`src/rtl/rtc_shadow_pkg.sv`:
```
package rtc_shadow_pkg;
  localparam int ADDR_W      = 8;
  localparam int IRQ_W       = 5;
  localparam int NUM_SEC_ALM = 2;
  localparam int BIT_MS_ALM  = 2;

  localparam logic [ADDR_W-1:0] A_SEC    = 8'h00;
  localparam logic [ADDR_W-1:0] A_MS     = 8'h04;
  localparam logic [ADDR_W-1:0] A_HELD   = 8'h08;
  localparam logic [ADDR_W-1:0] A_BUSY   = 8'h0C;
  localparam logic [ADDR_W-1:0] A_ALM_S0 = 8'h10;
  localparam logic [ADDR_W-1:0] A_ALM_S1 = 8'h14;
  localparam logic [ADDR_W-1:0] A_ALM_MS = 8'h18;
  localparam logic [ADDR_W-1:0] A_IRQ_EN = 8'h1C;
  localparam logic [ADDR_W-1:0] A_FLAGS  = 8'h20;
endpackage

```
`src/rtl/rtc_time_core.sv`:
```
module rtc_time_core #(
  parameter int TICKS_PER_MS = 32,
  parameter int MS_PER_SEC   = 1000,
  parameter int SEC_W        = 32,
  localparam int MS_W        = $clog2(MS_PER_SEC),
  localparam int PRE_W       = (TICKS_PER_MS > 1) ? $clog2(TICKS_PER_MS) : 1
) (
  input  logic             clk_i,
  input  logic             rst_ni,
  input  logic             tick_i,
  input  logic             load_i,
  input  logic [SEC_W-1:0] load_sec_i,
  output logic [SEC_W-1:0] sec_o,
  output logic [MS_W-1:0]  ms_o,
  output logic             ms_step_o,
  output logic             sec_step_o,
  output logic [MS_W-1:0]  ms_nxt_o,
  output logic [SEC_W-1:0] sec_nxt_o
);
  logic [PRE_W-1:0] pre_q, pre_d;
  logic [MS_W-1:0]  ms_q, ms_d;
  logic [SEC_W-1:0] sec_q, sec_d;
  logic             pre_wrap, ms_wrap;

  always_comb begin
    pre_wrap   = (pre_q == PRE_W'(TICKS_PER_MS - 1));
    ms_wrap    = (ms_q == MS_W'(MS_PER_SEC - 1));
    ms_step_o  = tick_i & pre_wrap & ~load_i;
    sec_step_o = ms_step_o & ms_wrap;
    ms_nxt_o   = ms_wrap ? '0 : ms_q + MS_W'(1);
    sec_nxt_o  = sec_q + SEC_W'(1);

    pre_d = pre_q;
    ms_d  = ms_q;
    sec_d = sec_q;
    if (load_i) begin
      sec_d = load_sec_i;
      ms_d  = '0;
      pre_d = '0;
    end else if (tick_i) begin
      pre_d = pre_wrap ? '0 : pre_q + PRE_W'(1);
      if (ms_step_o)  ms_d  = ms_nxt_o;
      if (sec_step_o) sec_d = sec_nxt_o;
    end
  end

  always_ff @(posedge clk_i or negedge rst_ni) begin
    if (!rst_ni) begin
      pre_q <= '0;
      ms_q  <= '0;
      sec_q <= '0;
    end else begin
      pre_q <= pre_d;
      ms_q  <= ms_d;
      sec_q <= sec_d;
    end
  end

  assign sec_o = sec_q;
  assign ms_o  = ms_q;

  p_ms_range_r3: assert property (@(posedge clk_i) disable iff (!rst_ni)
    ms_q < MS_W'(MS_PER_SEC));

  p_load_clears_r4: assert property (@(posedge clk_i) disable iff (!rst_ni)
    load_i |=> (ms_q == '0) && (sec_q == $past(load_sec_i)));
endmodule

```
`src/rtl/rtc_bus_copy.sv`:
```
module rtc_bus_copy #(
  parameter int COPY_TICKS = 8,
  parameter int SEC_W      = 32,
  parameter int MS_W       = 10,
  localparam int PH_W      = (COPY_TICKS > 1) ? $clog2(COPY_TICKS) : 1
) (
  input  logic             clk_i,
  input  logic             rst_ni,
  input  logic             tick_i,
  input  logic [SEC_W-1:0] core_sec_i,
  input  logic [MS_W-1:0]  core_ms_i,
  output logic             busy_o,
  output logic [SEC_W-1:0] bus_sec_o,
  output logic [MS_W-1:0]  bus_ms_o
);
  logic [PH_W-1:0]  phase_q, phase_d;
  logic [SEC_W-1:0] bsec_q, bsec_d;
  logic [MS_W-1:0]  bms_q, bms_d;
  logic             last_ph, copy_en;

  always_comb begin
    last_ph = (phase_q == PH_W'(COPY_TICKS - 1));
    copy_en = tick_i & last_ph;
    phase_d = phase_q;
    if (tick_i) phase_d = last_ph ? '0 : phase_q + PH_W'(1);
    bsec_d = copy_en ? core_sec_i : bsec_q;
    bms_d  = copy_en ? core_ms_i  : bms_q;
  end

  always_ff @(posedge clk_i or negedge rst_ni) begin
    if (!rst_ni) begin
      phase_q <= '0;
      bsec_q  <= '0;
      bms_q   <= '0;
    end else begin
      phase_q <= phase_d;
      bsec_q  <= bsec_d;
      bms_q   <= bms_d;
    end
  end

  assign busy_o    = last_ph;
  assign bus_sec_o = bsec_q;
  assign bus_ms_o  = bms_q;

  p_copy_in_busy_r2: assert property (@(posedge clk_i) disable iff (!rst_ni)
    !$stable(bms_q) |-> $past(busy_o));
endmodule

```
`src/rtl/rtc_alarm_cmp.sv`:
```
module rtc_alarm_cmp
  import rtc_shadow_pkg::*;
#(
  parameter int SEC_W = 32,
  parameter int MS_W  = 10
) (
  input  logic                               sec_step_i,
  input  logic [SEC_W-1:0]                   sec_nxt_i,
  input  logic                               ms_step_i,
  input  logic [MS_W-1:0]                    ms_nxt_i,
  input  logic [NUM_SEC_ALM-1:0][SEC_W-1:0]  alm_sec_i,
  input  logic [MS_W-1:0]                    alm_ms_i,
  output logic [IRQ_W-1:0]                   hit_o
);
  logic [NUM_SEC_ALM-1:0] sec_hit;

  for (genvar g = 0; g < NUM_SEC_ALM; g++) begin : g_sec_alm
    always_comb
      sec_hit[g] = sec_step_i && (alm_sec_i[g] != '0) && (sec_nxt_i == alm_sec_i[g]);
  end

  always_comb begin
    hit_o                       = '0;
    hit_o[NUM_SEC_ALM-1:0]      = sec_hit;
    hit_o[BIT_MS_ALM]           = ms_step_i && (ms_nxt_i == alm_ms_i);
  end
endmodule

```
`src/rtl/rtc_irq_ctl.sv`:
```
module rtc_irq_ctl
  import rtc_shadow_pkg::*;
(
  input  logic             clk_i,
  input  logic             rst_ni,
  input  logic [IRQ_W-1:0] hit_i,
  input  logic             en_we_i,
  input  logic [IRQ_W-1:0] en_wd_i,
  input  logic             clr_we_i,
  input  logic [IRQ_W-1:0] clr_wd_i,
  output logic [IRQ_W-1:0] flags_o,
  output logic [IRQ_W-1:0] en_o,
  output logic             irq_o
);
  logic [IRQ_W-1:0] flags_q, flags_d, en_q, en_d, clr_eff;

  always_comb begin
    clr_eff = clr_we_i ? clr_wd_i : '0;
    flags_d = (flags_q & ~clr_eff) | hit_i;
    en_d    = en_we_i ? en_wd_i : en_q;
  end

  always_ff @(posedge clk_i or negedge rst_ni) begin
    if (!rst_ni) begin
      flags_q <= '0;
      en_q    <= '0;
    end else begin
      flags_q <= flags_d;
      en_q    <= en_d;
    end
  end

  assign flags_o = flags_q;
  assign en_o    = en_q;
  assign irq_o   = |(flags_q & en_q);

  p_sticky_r10: assert property (@(posedge clk_i) disable iff (!rst_ni)
    (clr_eff == '0) |=> ((flags_q & $past(flags_q)) == $past(flags_q)));

  p_cdn_idle_r10: assert property (@(posedge clk_i) disable iff (!rst_ni)
    flags_q[4:3] == 2'b00);
endmodule

```
`src/rtl/rtc_shadow_clock.sv`:
```
module rtc_shadow_clock
  import rtc_shadow_pkg::*;
#(
  parameter int TICKS_PER_MS = 32,
  parameter int MS_PER_SEC   = 1000,
  parameter int COPY_TICKS   = 8,
  parameter int SEC_W        = 32,
  localparam int MS_W        = $clog2(MS_PER_SEC)
) (
  input  logic              clk_i,
  input  logic              rst_ni,
  input  logic              tick_i,
  input  logic              wr_en_i,
  input  logic              rd_en_i,
  input  logic [ADDR_W-1:0] addr_i,
  input  logic [SEC_W-1:0]  wdata_i,
  output logic [SEC_W-1:0]  rdata_o,
  output logic              irq_o
);
  logic [SEC_W-1:0] core_sec, sec_nxt, bus_sec;
  logic [MS_W-1:0]  core_ms, ms_nxt, bus_ms;
  logic             ms_step, sec_step, busy;
  logic             wr_ok, sec_load;
  logic [NUM_SEC_ALM-1:0][SEC_W-1:0] alm_sec_q, alm_sec_d;
  logic [MS_W-1:0]  alm_ms_q, alm_ms_d;
  logic [SEC_W-1:0] held_q, held_d;
  logic [IRQ_W-1:0] hit, flags, irq_en;

  rtc_time_core #(
    .TICKS_PER_MS(TICKS_PER_MS), .MS_PER_SEC(MS_PER_SEC), .SEC_W(SEC_W)
  ) u_core (
    .clk_i(clk_i), .rst_ni(rst_ni), .tick_i(tick_i),
    .load_i(sec_load), .load_sec_i(wdata_i),
    .sec_o(core_sec), .ms_o(core_ms),
    .ms_step_o(ms_step), .sec_step_o(sec_step),
    .ms_nxt_o(ms_nxt), .sec_nxt_o(sec_nxt)
  );

  rtc_bus_copy #(
    .COPY_TICKS(COPY_TICKS), .SEC_W(SEC_W), .MS_W(MS_W)
  ) u_copy (
    .clk_i(clk_i), .rst_ni(rst_ni), .tick_i(tick_i),
    .core_sec_i(core_sec), .core_ms_i(core_ms),
    .busy_o(busy), .bus_sec_o(bus_sec), .bus_ms_o(bus_ms)
  );

  rtc_alarm_cmp #(.SEC_W(SEC_W), .MS_W(MS_W)) u_alarm (
    .sec_step_i(sec_step), .sec_nxt_i(sec_nxt),
    .ms_step_i(ms_step), .ms_nxt_i(ms_nxt),
    .alm_sec_i(alm_sec_q), .alm_ms_i(alm_ms_q),
    .hit_o(hit)
  );

  rtc_irq_ctl u_irq (
    .clk_i(clk_i), .rst_ni(rst_ni), .hit_i(hit),
    .en_we_i(wr_ok && (addr_i == A_IRQ_EN)), .en_wd_i(wdata_i[IRQ_W-1:0]),
    .clr_we_i(wr_en_i && (addr_i == A_FLAGS)), .clr_wd_i(wdata_i[IRQ_W-1:0]),
    .flags_o(flags), .en_o(irq_en), .irq_o(irq_o)
  );

  always_comb begin
    wr_ok     = wr_en_i & ~busy;
    sec_load  = wr_ok && (addr_i == A_SEC);
    alm_sec_d = alm_sec_q;
    if (wr_ok && (addr_i == A_ALM_S0)) alm_sec_d[0] = wdata_i;
    if (wr_ok && (addr_i == A_ALM_S1)) alm_sec_d[1] = wdata_i;
    alm_ms_d  = (wr_ok && (addr_i == A_ALM_MS)) ? wdata_i[MS_W-1:0] : alm_ms_q;
    held_d    = (rd_en_i && (addr_i == A_MS)) ? bus_sec : held_q;
  end

  always_ff @(posedge clk_i or negedge rst_ni) begin
    if (!rst_ni) begin
      alm_sec_q <= '0;
      alm_ms_q  <= '0;
      held_q    <= '0;
    end else begin
      alm_sec_q <= alm_sec_d;
      alm_ms_q  <= alm_ms_d;
      held_q    <= held_d;
    end
  end

  always_comb begin
    rdata_o = '0;
    case (addr_i)
      A_SEC:    rdata_o = bus_sec;
      A_MS:     rdata_o = SEC_W'(bus_ms);
      A_HELD:   rdata_o = held_q;
      A_BUSY:   rdata_o = SEC_W'(busy);
      A_ALM_S0: rdata_o = alm_sec_q[0];
      A_ALM_S1: rdata_o = alm_sec_q[1];
      A_ALM_MS: rdata_o = SEC_W'(alm_ms_q);
      A_IRQ_EN: rdata_o = SEC_W'(irq_en);
      A_FLAGS:  rdata_o = SEC_W'(flags);
      default:  rdata_o = '0;
    endcase
  end

  p_held_capture_r6: assert property (@(posedge clk_i) disable iff (!rst_ni)
    (rd_en_i && (addr_i == A_MS)) |=> (held_q == $past(bus_sec)));

  p_busy_drop_r5: assert property (@(posedge clk_i) disable iff (!rst_ni)
    (wr_en_i && busy && (addr_i == A_ALM_S0)) |=> $stable(alm_sec_q[0]));

  p_zero_alarm_r7: assert property (@(posedge clk_i) disable iff (!rst_ni)
    (alm_sec_q[0] == '0) |-> !hit[0]);

  p_irq_level_r11: assert property (@(posedge clk_i) disable iff (!rst_ni)
    (irq_o && !wr_en_i) |=> irq_o);
endmodule

```
`config.mk`:
```
export PLATFORM = sky130hd
export DESIGN_NAME = rtc_shadow_clock
export DESIGN_NICKNAME = d
export VERILOG_FILES = /design/src/rtl/rtc_shadow_pkg.sv /design/src/rtl/rtc_time_core.sv /design/src/rtl/rtc_bus_copy.sv /design/src/rtl/rtc_alarm_cmp.sv /design/src/rtl/rtc_irq_ctl.sv /design/src/rtl/rtc_shadow_clock.sv
export SDC_FILE = /design/constraint.sdc
export NUM_CORES = 1
export LEC_CHECK = 0
export ABC_CLOCK_PERIOD_IN_PS = 7400
export CAP_MARGIN = 5
export CORE_ASPECT_RATIO = 1.2
export CORE_MARGIN = 1.5
export CORE_UTILIZATION = 45
export CTS_CLUSTER_SIZE = 30
export DETAILED_ROUTE_END_ITERATION = 7
export PLACE_DENSITY = 0.64
export SKIP_LAST_GASP = 1
export SYNTH_ARGS = -nofsm -noshare
export SYNTH_HDL_FRONTEND = slang
export SYNTH_SLANG_ARGS = --single-unit
```
`constraint.sdc`:
```
create_clock -name clk_i -period 7.4 [get_ports clk_i]
set_input_delay 0.74 -clock clk_i [delete_from_list [all_inputs] [get_ports clk_i]]
set_output_delay 0.74 -clock clk_i [all_outputs]
set_load 0.01 [all_outputs]
```
**Word-level counts from Yosys, hierarchy flattened**

Cells that the tools add are included.
W data, S select, Z words.

- Memories: 0
- Memory bits (read-only): 0
- Bits in registers: 208
- Bits in latches: 0
- Word-level logic and storage cells: 75
- Bits in writable memories: 0

- Eq/ne operators: 14
- Bitwise logic cells: 11
- Mux-type cells: 13
- Order comparisons: 0
- Reduce and logical (&&, ||, !) cells: 21
- Multipliers: 0
- Add/subtract/negate cells: 4
- Div/mod/pow operators: 0
- Shifts and indexed selects: 0

Operators by type and width:

| operator | number |
|---|---|
| $pmux W32 S9 | 1 |
| $mux W32 | 3 |
| $eq A32 B32 Y1 | 2 |
| $reduce_bool A32 Y1 | 2 |
| $mux W10 | 4 |
| $add A32 B1 Y32 const B | 1 |
| $eq A8 B5 Y1 const B | 4 |
| $mux W5 | 4 |
| $eq A8 B4 Y1 const B | 2 |
| $logic_and A1 B1 Y1 | 12 |
| $add A10 B1 Y10 const B | 1 |
| $and A5 B5 Y5 | 2 |
| $eq A10 B10 Y1 | 1 |
| $eq A10 B10 Y1 const B | 1 |
| $eq A8 B3 Y1 const B | 1 |
| $eq A8 B6 Y1 const B | 1 |
| $logic_not A8 Y1 | 1 |
| $reduce_bool A2 Y1 | 3 |
| $add A5 B1 Y5 const B | 1 |
| $and A1 B1 Y1 | 5 |
| $eq A5 B5 Y1 const B | 1 |
| $not A5 Y5 | 1 |
| $or A5 B3 Y5 | 1 |
| $reduce_or A5 Y1 | 1 |
| other kinds (5) | 7 |

**Logic depth before layout (Yosys ltp)**

Gate-level depths: netlist of run 1.

- Depth after elaboration: 10
- Depth in mapped cells: 11
- Mapped depth without buffers: 10

**Modules after synthesis**

From an unflattened synthesis of run 1, not the netlist that was laid out.

- Cell total of the unflattened synthesis: 1060
- Area, all modules: 12159.2 um^2

Modules (own cells, without submodules):

| module | cells each | times used | seq. area each (um^2) | area an instance (um^2) |
|---|---|---|---|---|
| rtc_shadow_clock | 428 | 1 | 2652.5 | 5591.6 |
| rtc_time_core | 381 | 1 | 1176.1 | 3344.5 |
| rtc_bus_copy | 98 | 1 | 1126.1 | 1870.5 |
| rtc_alarm_cmp | 125 | 1 | 0.0 | 968.4 |
| rtc_irq_ctl | 28 | 1 | 250.2 | 384.1 |

**Worst setup path before layout of run 1**

No wires, ideal clock.

- Path type: input -> output
- Start: input port addr_i[5]
- End: output port rdata_o[1]
- Stages: 7
- Data arrival time: 2.397 ns
- Path slack: 4.263 ns
- Cell sequence: nor4_1 and2_0 clkbuf_1 clkbuf_1 buf_1 a222oi_1 nand3_1

- Cells in the longest elaborated chain, start to end: 2
- Elaborated cells on any way between the ends: 10

Ends and longest elaborated chain:

| element | line | source |
|---|---|---|
| from (decl) | rtc_shadow_clock.sv:15 | `input logic [ADDR_W-1:0] addr_i,` |
| $eq A8 B6 Y1, or another cell as far along | rtc_shadow_clock.sv:85 | `case (addr_i)` |
| $pmux W32 S9 (*) | rtc_shadow_clock.sv:85 |  |
| to (decl) | rtc_shadow_clock.sv:17 | `output logic [SEC_W-1:0] rdata_o,` |

Mark *: on every way between the ends. The rest lies on a longest branch, timed or not.

**Worst setup path after layout of run 1**

- Start: input port addr_i[3]
- End: output port rdata_o[4]

Same word-level chain as after synthesis.

==> impl_metrics.tcl, run 1 <==
set metrics [dict create \
    busiest_layer "met2" \
    p_int_w 0.00219 \
    crit_required_ps 6660 \
    vias 9375 \
    cts.repair.resized 0 \
    use_met1_pct 34.2 \
    ir_drop_uv 189 \
    path_class "in2out" \
    wl_per_cell_um 22.9 \
    grtUsageTotal_pct 26.3 \
    pwr-share-clk_pct 41.4 \
    h-tree-depth 1 \
    p_comb_share_pct 12.4 \
    p_sw_share_pct 26.2 \
    cts-root-buf "clkbuf_16" \
    maxSlewViolCount 0 \
    layout.cells.non_filler 1522 \
    dieArea_um2 27000 \
    postSynth.topFlopCell "dfrtp_1" \
    place_inst 1481 \
    cts.path.max_buffers 3 \
    grt_max_degree 76 \
    grt_pass1_vias 9257 \
    avgSynthCellArea_um2 10.3 \
    worst_slack_ps 2550 \
    fin_crit_ps 4850 \
    end_kind "output port" \
    overflow 0 \
    crit_fanout 17 \
    via_per_inst 6.16 \
    ant_nets 0 \
    leakage_nw 5.97 \
    crit_arrival_ps 4110 \
    grt_setup_unrepaired "false" \
    areaGrowthSynthToFinish_pct 15.4 \
    clock_latency_ps 510 \
    met2_usage_pct 43.9 \
    synth_top_area_share_pct 44.5 \
    fin_skew_ps 7.78 \
    status "completed" \
    drv_cap 0 \
    ys_seq_elements 208 \
    drt_wl_total_um 34800 \
    ios 78 \
    synthCells 1139 \
    die_y_um 180 \
    post-route-util_pct 52.8 \
    dpl.hpwl_um 25000 \
    core-area_um2 25500 \
    p_total_w 0.00296 \
    drive_above_1_share_pct 19.0 \
    antenna-diode-count 0 \
    setup_viol 0 \
    max_freq_ghz 0.206 \
    synth_edf_count 0 \
    antenna_found_initial 0 \
    syn_nets 1190 \
    postCtsHoldBufs 0 \
    grt_pass1_wl_um 54800 \
    grt.met3_usage_pct 3.45 \
    finalSetupTns_ps 0 \
    tritoncts "done" \
    finalHoldViolations 0 \
    cts_buffers 23 \
    dr.pass1.iters 6 \
    seq_area_frac_synth_pct 44.5 \
    placementRows 64 \
    worst_pin_slew_ps 1170 \
    yosys-top-cells-area "dfrtp_1, mux2_2, xnor2_1, nand2_1, xor2_1" \
    ys_async_sr_fraction_pct 100 \
    hold_class "in2async" \
    ys_types 65 \
    yosysTopAreaCell "dfrtp_1" \
    ys.warnings.count 0 \
    dp_worst_setup_slack_ps 2640 \
    port_buffers 77 \
    p_switching_w 0.000775 \
    cts_num_sinks 208 \
    clk_pin_slew_ps 60 \
    final_nets 1227 \
    fill_cells 2278 \
    critPathLaunchType "primary input" \
    start_util_pct 45.8 \
    relSlewSlack_pct 19.9 \
    place.gp.congestion 0.985 \
    p_seq_share_pct 46.2 \
    power_density_nw_per_um2 219 \
    die_width_um 150 \
    remaining_drc_errors 0 \
    fin_crit_sh_pct 65.5 \
    post_cts.repair.setup_buffers 0 \
    drt_iter0_markers 838 \
    synthesis.area_um2 11700 \
]
==> placed cells by master (no fill, tap or decap), types with 6 or more instances in the layout <==
| master | instances |
|---|---|
| o21ai_0 | 56 |
| clkdlybuf4s50_1 | 76 |
| ha_1 | 6 |
| a21oi_1 | 25 |
| buf_4 | 13 |
| dfrtp_1 | 208 |
| xor2_1 | 52 |
| nand3_1 | 35 |
| mux2_2 | 156 |
| nand4_1 | 21 |
| and2_1 | 8 |
| and3_1 | 18 |
| a222oi_1 | 29 |
| a31oi_1 | 6 |
| clkbuf_16 | 23 |
| xnor2_1 | 63 |
| a22o_1 | 8 |
| nor3_1 | 24 |
| a221o_1 | 8 |
| nor2_1 | 71 |
| clkbuf_8 | 10 |
| a22oi_1 | 7 |
| nor4_1 | 27 |
| nand2_1 | 128 |
| mux2i_1 | 11 |
==> metrics by stage <==
step           hold WS, ps  instance area [um^2]
6_report               246                 13500
3_5_place_dp           494                 12700
3_3_place_gp           488                 12700
4_1_cts                250                 13500
2_1_floorplan          444                 11700
5_1_grt                273                 13500
==> routing by layer <==
| metal | routed length, um | part of all wire, % | vias up |
|---|---|---|---|
| li1 | - | - | 4267 |
| met1 | 14500 | 42 | 4699 |
| met2 | 17100 | 49 | 320 |
| met3 | 1830 | 5.3 | 89 |
| met4 | 1470 | 4.2 | 0 |
| met5 | 0 | 0 | - |
==> power by group through the flow <==
stage,sequential [W],clock (W),combinational [W]
4_1_cts,0.00137,0.00125,0.000368
2_1_floorplan,0.00132,0,0.000270
5_1_grt,0.00139,0.00130,0.000408
3_5_place_dp,0.00139,0,0.000367
3_3_place_gp,0.00139,0,0.000360
6_report,0.00137,0.00123,0.000366
==> cells by family after synthesis <==
logic type      count (synthesis)  share of synthesized area [%]
flops                         208                           44.5
xor+xnor                      115                           8.61
buf+inv                        83                           2.90
compound gates                187                           11.4
mux                           167                           16.0
fa+ha+maj                       6                          0.642
simple gates                  373                           16.0
==> flip-flops by register name, summed over array words and instances (netlist names) <==
register          cells
alm_sec_q            64
held_q               32
u_copy.bus_sec_o     32
u_core.sec_o         32
alm_ms_q             10
u_copy.bus_ms_o      10
u_core.ms_o          10
u_core.pre_q          5
u_irq.en_o            5
u_irq.flags_o         5
u_copy.phase_q        3
==> final cells by class <==
class                      count  area (um^2)  share of cell area [%]
sequential                   208         5200                    38.6
tap                          330          413                    3.06
clock buffer                  32          699                    5.18
multi-input combinational    848         6160                    45.7
timing repair buffer          90          872                    6.46
clock inverter                 9          124                   0.918
inverter                       5         18.8                   0.139
==> worst max-delay path, cell delays in order <==
cell and delay (ps):
clkdlybuf4s50_1 740, nor4_1 550, and2_1 800, buf_4 430, a222oi_1 120, nand3_1 170
clkdlybuf4s50_1 560
==> worst paths after layout <==
check                           startpoint                to  slack, ps  cells after the start
hold reg to reg                 held_q[18]        held_q[18]        510                      1
hold / removal                      rst_ni        held_q[16]        250                      1
setup / recovery                 addr_i[3]        rdata_o[4]       2550                      7
min in group clk_i              held_q[18]        held_q[18]        510                      1
setup reg to reg           u_core.sec_o[0]  u_irq.flags_o[0]       3210                      9
max in group asynchronous           rst_ni    u_core.ms_o[0]       5770                      2
==> synthesized netlist by cell type, types with 5 or more instances <==
cell type  count
nor4_1        27
nand2_1      129
a211oi_1       5
dfrtp_1      208
and2_1         7
mux2_2       156
a22oi_1        7
xnor2_1       63
nor2_1        72
a221o_1        8
nor3b_1        5
nor4b_1        5
nand3_1       35
mux2i_1       11
a21oi_1       25
a31oi_1        6
ha_1           6
inv_1          5
nor3_1        24
nand4_1       21
a22o_1         8
o211ai_1       5
o21ai_0       56
xor2_1        52
and3_1        19
buf_1         11
a222oi_1      29
buf_2         16
clkbuf_1      49
Note: power is estimated with default switching activity, not from simulation.
==> inputs of run 2 (changes only) <==
--- a/config.mk
+++ b/config.mk
@@ -5,14 +5,14 @@
 export SDC_FILE = /design/constraint.sdc
 export NUM_CORES = 1
 export LEC_CHECK = 0
-export ABC_CLOCK_PERIOD_IN_PS = 7400
+export ABC_CLOCK_PERIOD_IN_PS = 3940
 export CAP_MARGIN = 5
 export CORE_ASPECT_RATIO = 1.2
 export CORE_MARGIN = 1.5
 export CORE_UTILIZATION = 45
 export CTS_CLUSTER_SIZE = 30
 export DETAILED_ROUTE_END_ITERATION = 7
-export PLACE_DENSITY = 0.64
+export PLACE_DENSITY = 0.66
 export SKIP_LAST_GASP = 1
 export SYNTH_ARGS = -nofsm -noshare
 export SYNTH_HDL_FRONTEND = slang
==> constraint.sdc (replaced) <==
create_clock -name clk_i -period 3.94 [get_ports clk_i]
set_input_delay 0.394 -clock clk_i [delete_from_list [all_inputs] [get_ports clk_i]]
set_output_delay 0.394 -clock clk_i [all_outputs]
set_load 0.01 [all_outputs]
==> impl_metrics.tcl, run 2 (synthesis gave the netlist of run 1 again) <==
set metrics [dict create \
    status "completed" \
    setup_viol 0 \
    rrSetupSlack_ps 610 \
    clk_pin_slew_ps 60 \
    leakage_nw 6.05 \
    final_cell_mix "dfrtp_1, mux2_2, nand2_1" \
    final_nets 1250 \
    final_area_um2 13600 \
    antenna-diode-count 0 \
    tritoncts "done" \
    drt_wl_total_um 35700 \
    remaining_drc_errors 0 \
    fin_crit_ps 3330 \
    crit_family "simple AND/OR/NAND/NOR gates" \
    critPathLaunchType "register" \
    cts_num_sinks 208 \
    wl_per_cell_um 23.1 \
    drt_iter0_markers 727 \
    fin_skew_ps 12.4 \
    largest_reg_flops 64 \
    grt_setup_unrepaired "false" \
    crit_arrival_ps 3750 \
    p_comb_share_pct 12.9 \
    cts.path.max_buffers 3 \
    die_y_um 180 \
    dr.pass1.iters 8 \
    regMostFlops "alm_sec_q" \
    ios 78 \
    grt_pass1_wl_um 56800 \
    overflow 0 \
    crit_required_ps 4360 \
    relSlewSlack_pct 40.4 \
    p_sw_share_pct 26.6 \
    ant_nets 0 \
    drive_above_1_share_pct 19.9 \
    worst_pin_slew_ps 891 \
    core-area_um2 25500 \
    drv_cap 0 \
    dieArea_um2 27000 \
    grt_max_degree 95 \
    finalSetupTns_ps 0 \
    port_buffers 77 \
    ir_drop_uv 299 \
    via_per_inst 6.10 \
    p_int_w 0.00403 \
    grt.met3_usage_pct 3.22 \
    path_class "reg2reg" \
    crit_fanout 10 \
    power_density_nw_per_um2 403 \
    max_freq_ghz 0.301 \
    hold_class "in2async" \
    critPathSlowestCell "nor4_2" \
    place.gp.congestion 0.990 \
    cpPeakStageDelay_ps 490 \
    post_cts.repair.setup_buffers 0 \
    antenna_found_initial 0 \
    end_kind "register" \
    placementRows 64 \
    p_switching_w 0.00146 \
    vias 9423 \
    start_util_pct 45.8 \
    areaGrowthSynthToFinish_pct 16.6 \
    cts-root-buf "clkbuf_16" \
    dpl.hpwl_um 25900 \
    grtUsageTotal_pct 27.1 \
    r2r_start "u_core.sec_o[1]" \
    h-tree-depth 1 \
    maxSlewViolCount 0 \
    met2_usage_pct 46.6 \
    busiest_layer "met2" \
    layout_commonest_cell "dfrtp_1" \
    use_met1_pct 34.6 \
    pwr-share-clk_pct 40.4 \
    rr_worst_depth 10 \
    die_width_um 150 \
    finalHoldViolations 0 \
    cts_buffers 23 \
    cp_num_buf_inv 1 \
    fin_crit_sh_pct 84.4 \
    rr_endpoint "u_irq.flags_o[0]" \
    place_area_um2 12900 \
    grt_pass1_vias 9591 \
    clock_latency_ps 520 \
    p_seq_share_pct 46.6 \
    crit_path_cell_trace "ha_1 -> nand3_1 -> buf_4 -> nor4_2 -> mux2i_1 -> a31o_2 -> nor4_1 -> and4_1 -> nand4_1 -> o31ai_2" \
]
[run 2: cell count changes in the layout (fill, tap and decap cells not counted)]
cell,delta
clkinvlp_4,+1
buf_12,+2
buf_4,+20
clkinv_2,-1
clkbuf_8,-5
dlygate4sd3_1,+1
clkbuf_1,+5
nor2_4,-1
inv_6,-1
nor2_2,+1
[run 2: per-layer routing]
metal | up-vias | wire [um]
li1 | 4302 | -
met1 | 4734 | 14700
met2 | 295 | 18000
met3 | 92 | 1620
met4 | 0 | 1400
met5 | - | 0
[run 2: worst max path at each step]
stage                                  end  depth (start not counted)       startpoint
after global routing            rdata_o[5]                          8        addr_i[5]
after detailed placement        rdata_o[5]                          8        addr_i[5]
after floorplan           u_irq.flags_o[0]                         10  u_core.pre_q[0]
after global placement          rdata_o[5]                          8        addr_i[5]
final                     u_irq.flags_o[0]                         10  u_core.sec_o[1]
after CTS                 u_irq.flags_o[0]                         10  u_core.sec_o[1]
[run 2: layout make-up]
| class | instances | area [um^2] |
|---|---|---|
| fill | 2278 | 11900 |
| multi-input combinational | 848 | 6160 |
| sequential | 208 | 5200 |
| timing repair buffer | 113 | 1070 |
| clock buffer | 32 | 649 |
| tap | 330 | 413 |
| clock inverter | 8 | 118 |
| inverter | 5 | 18.8 |
[run 2: power groups by stage]
stage               clock [W]  combinational, W  sequential [W]
global route          0.00235          0.000788         0.00259
global placement            0          0.000695         0.00259
floorplan                   0          0.000507         0.00248
detailed placement          0          0.000711         0.00260
CTS                   0.00226          0.000717         0.00256
finish                0.00222          0.000711         0.00256
[run 2: per-stage QoR]
stage                     total power [W]  worst slack (ps)  hold slack [ps]  cells  utilization [%]
after floorplan                   0.00299              1260             98.4   1139                -
after global placement            0.00329               664              486   1503             50.3
after detailed placement          0.00331               653              495   1503             50.3
after CTS                         0.00554               623              495   1544             53.4
after global routing              0.00573               344              520   1544             53.4
final                             0.00549               614              497   1544             53.4
[run 2: what timing repair did]
item                                   CTS  global route
endpoints found under the hold margin   28             0
hold buffers                             1             0
resized for setup                        0             0
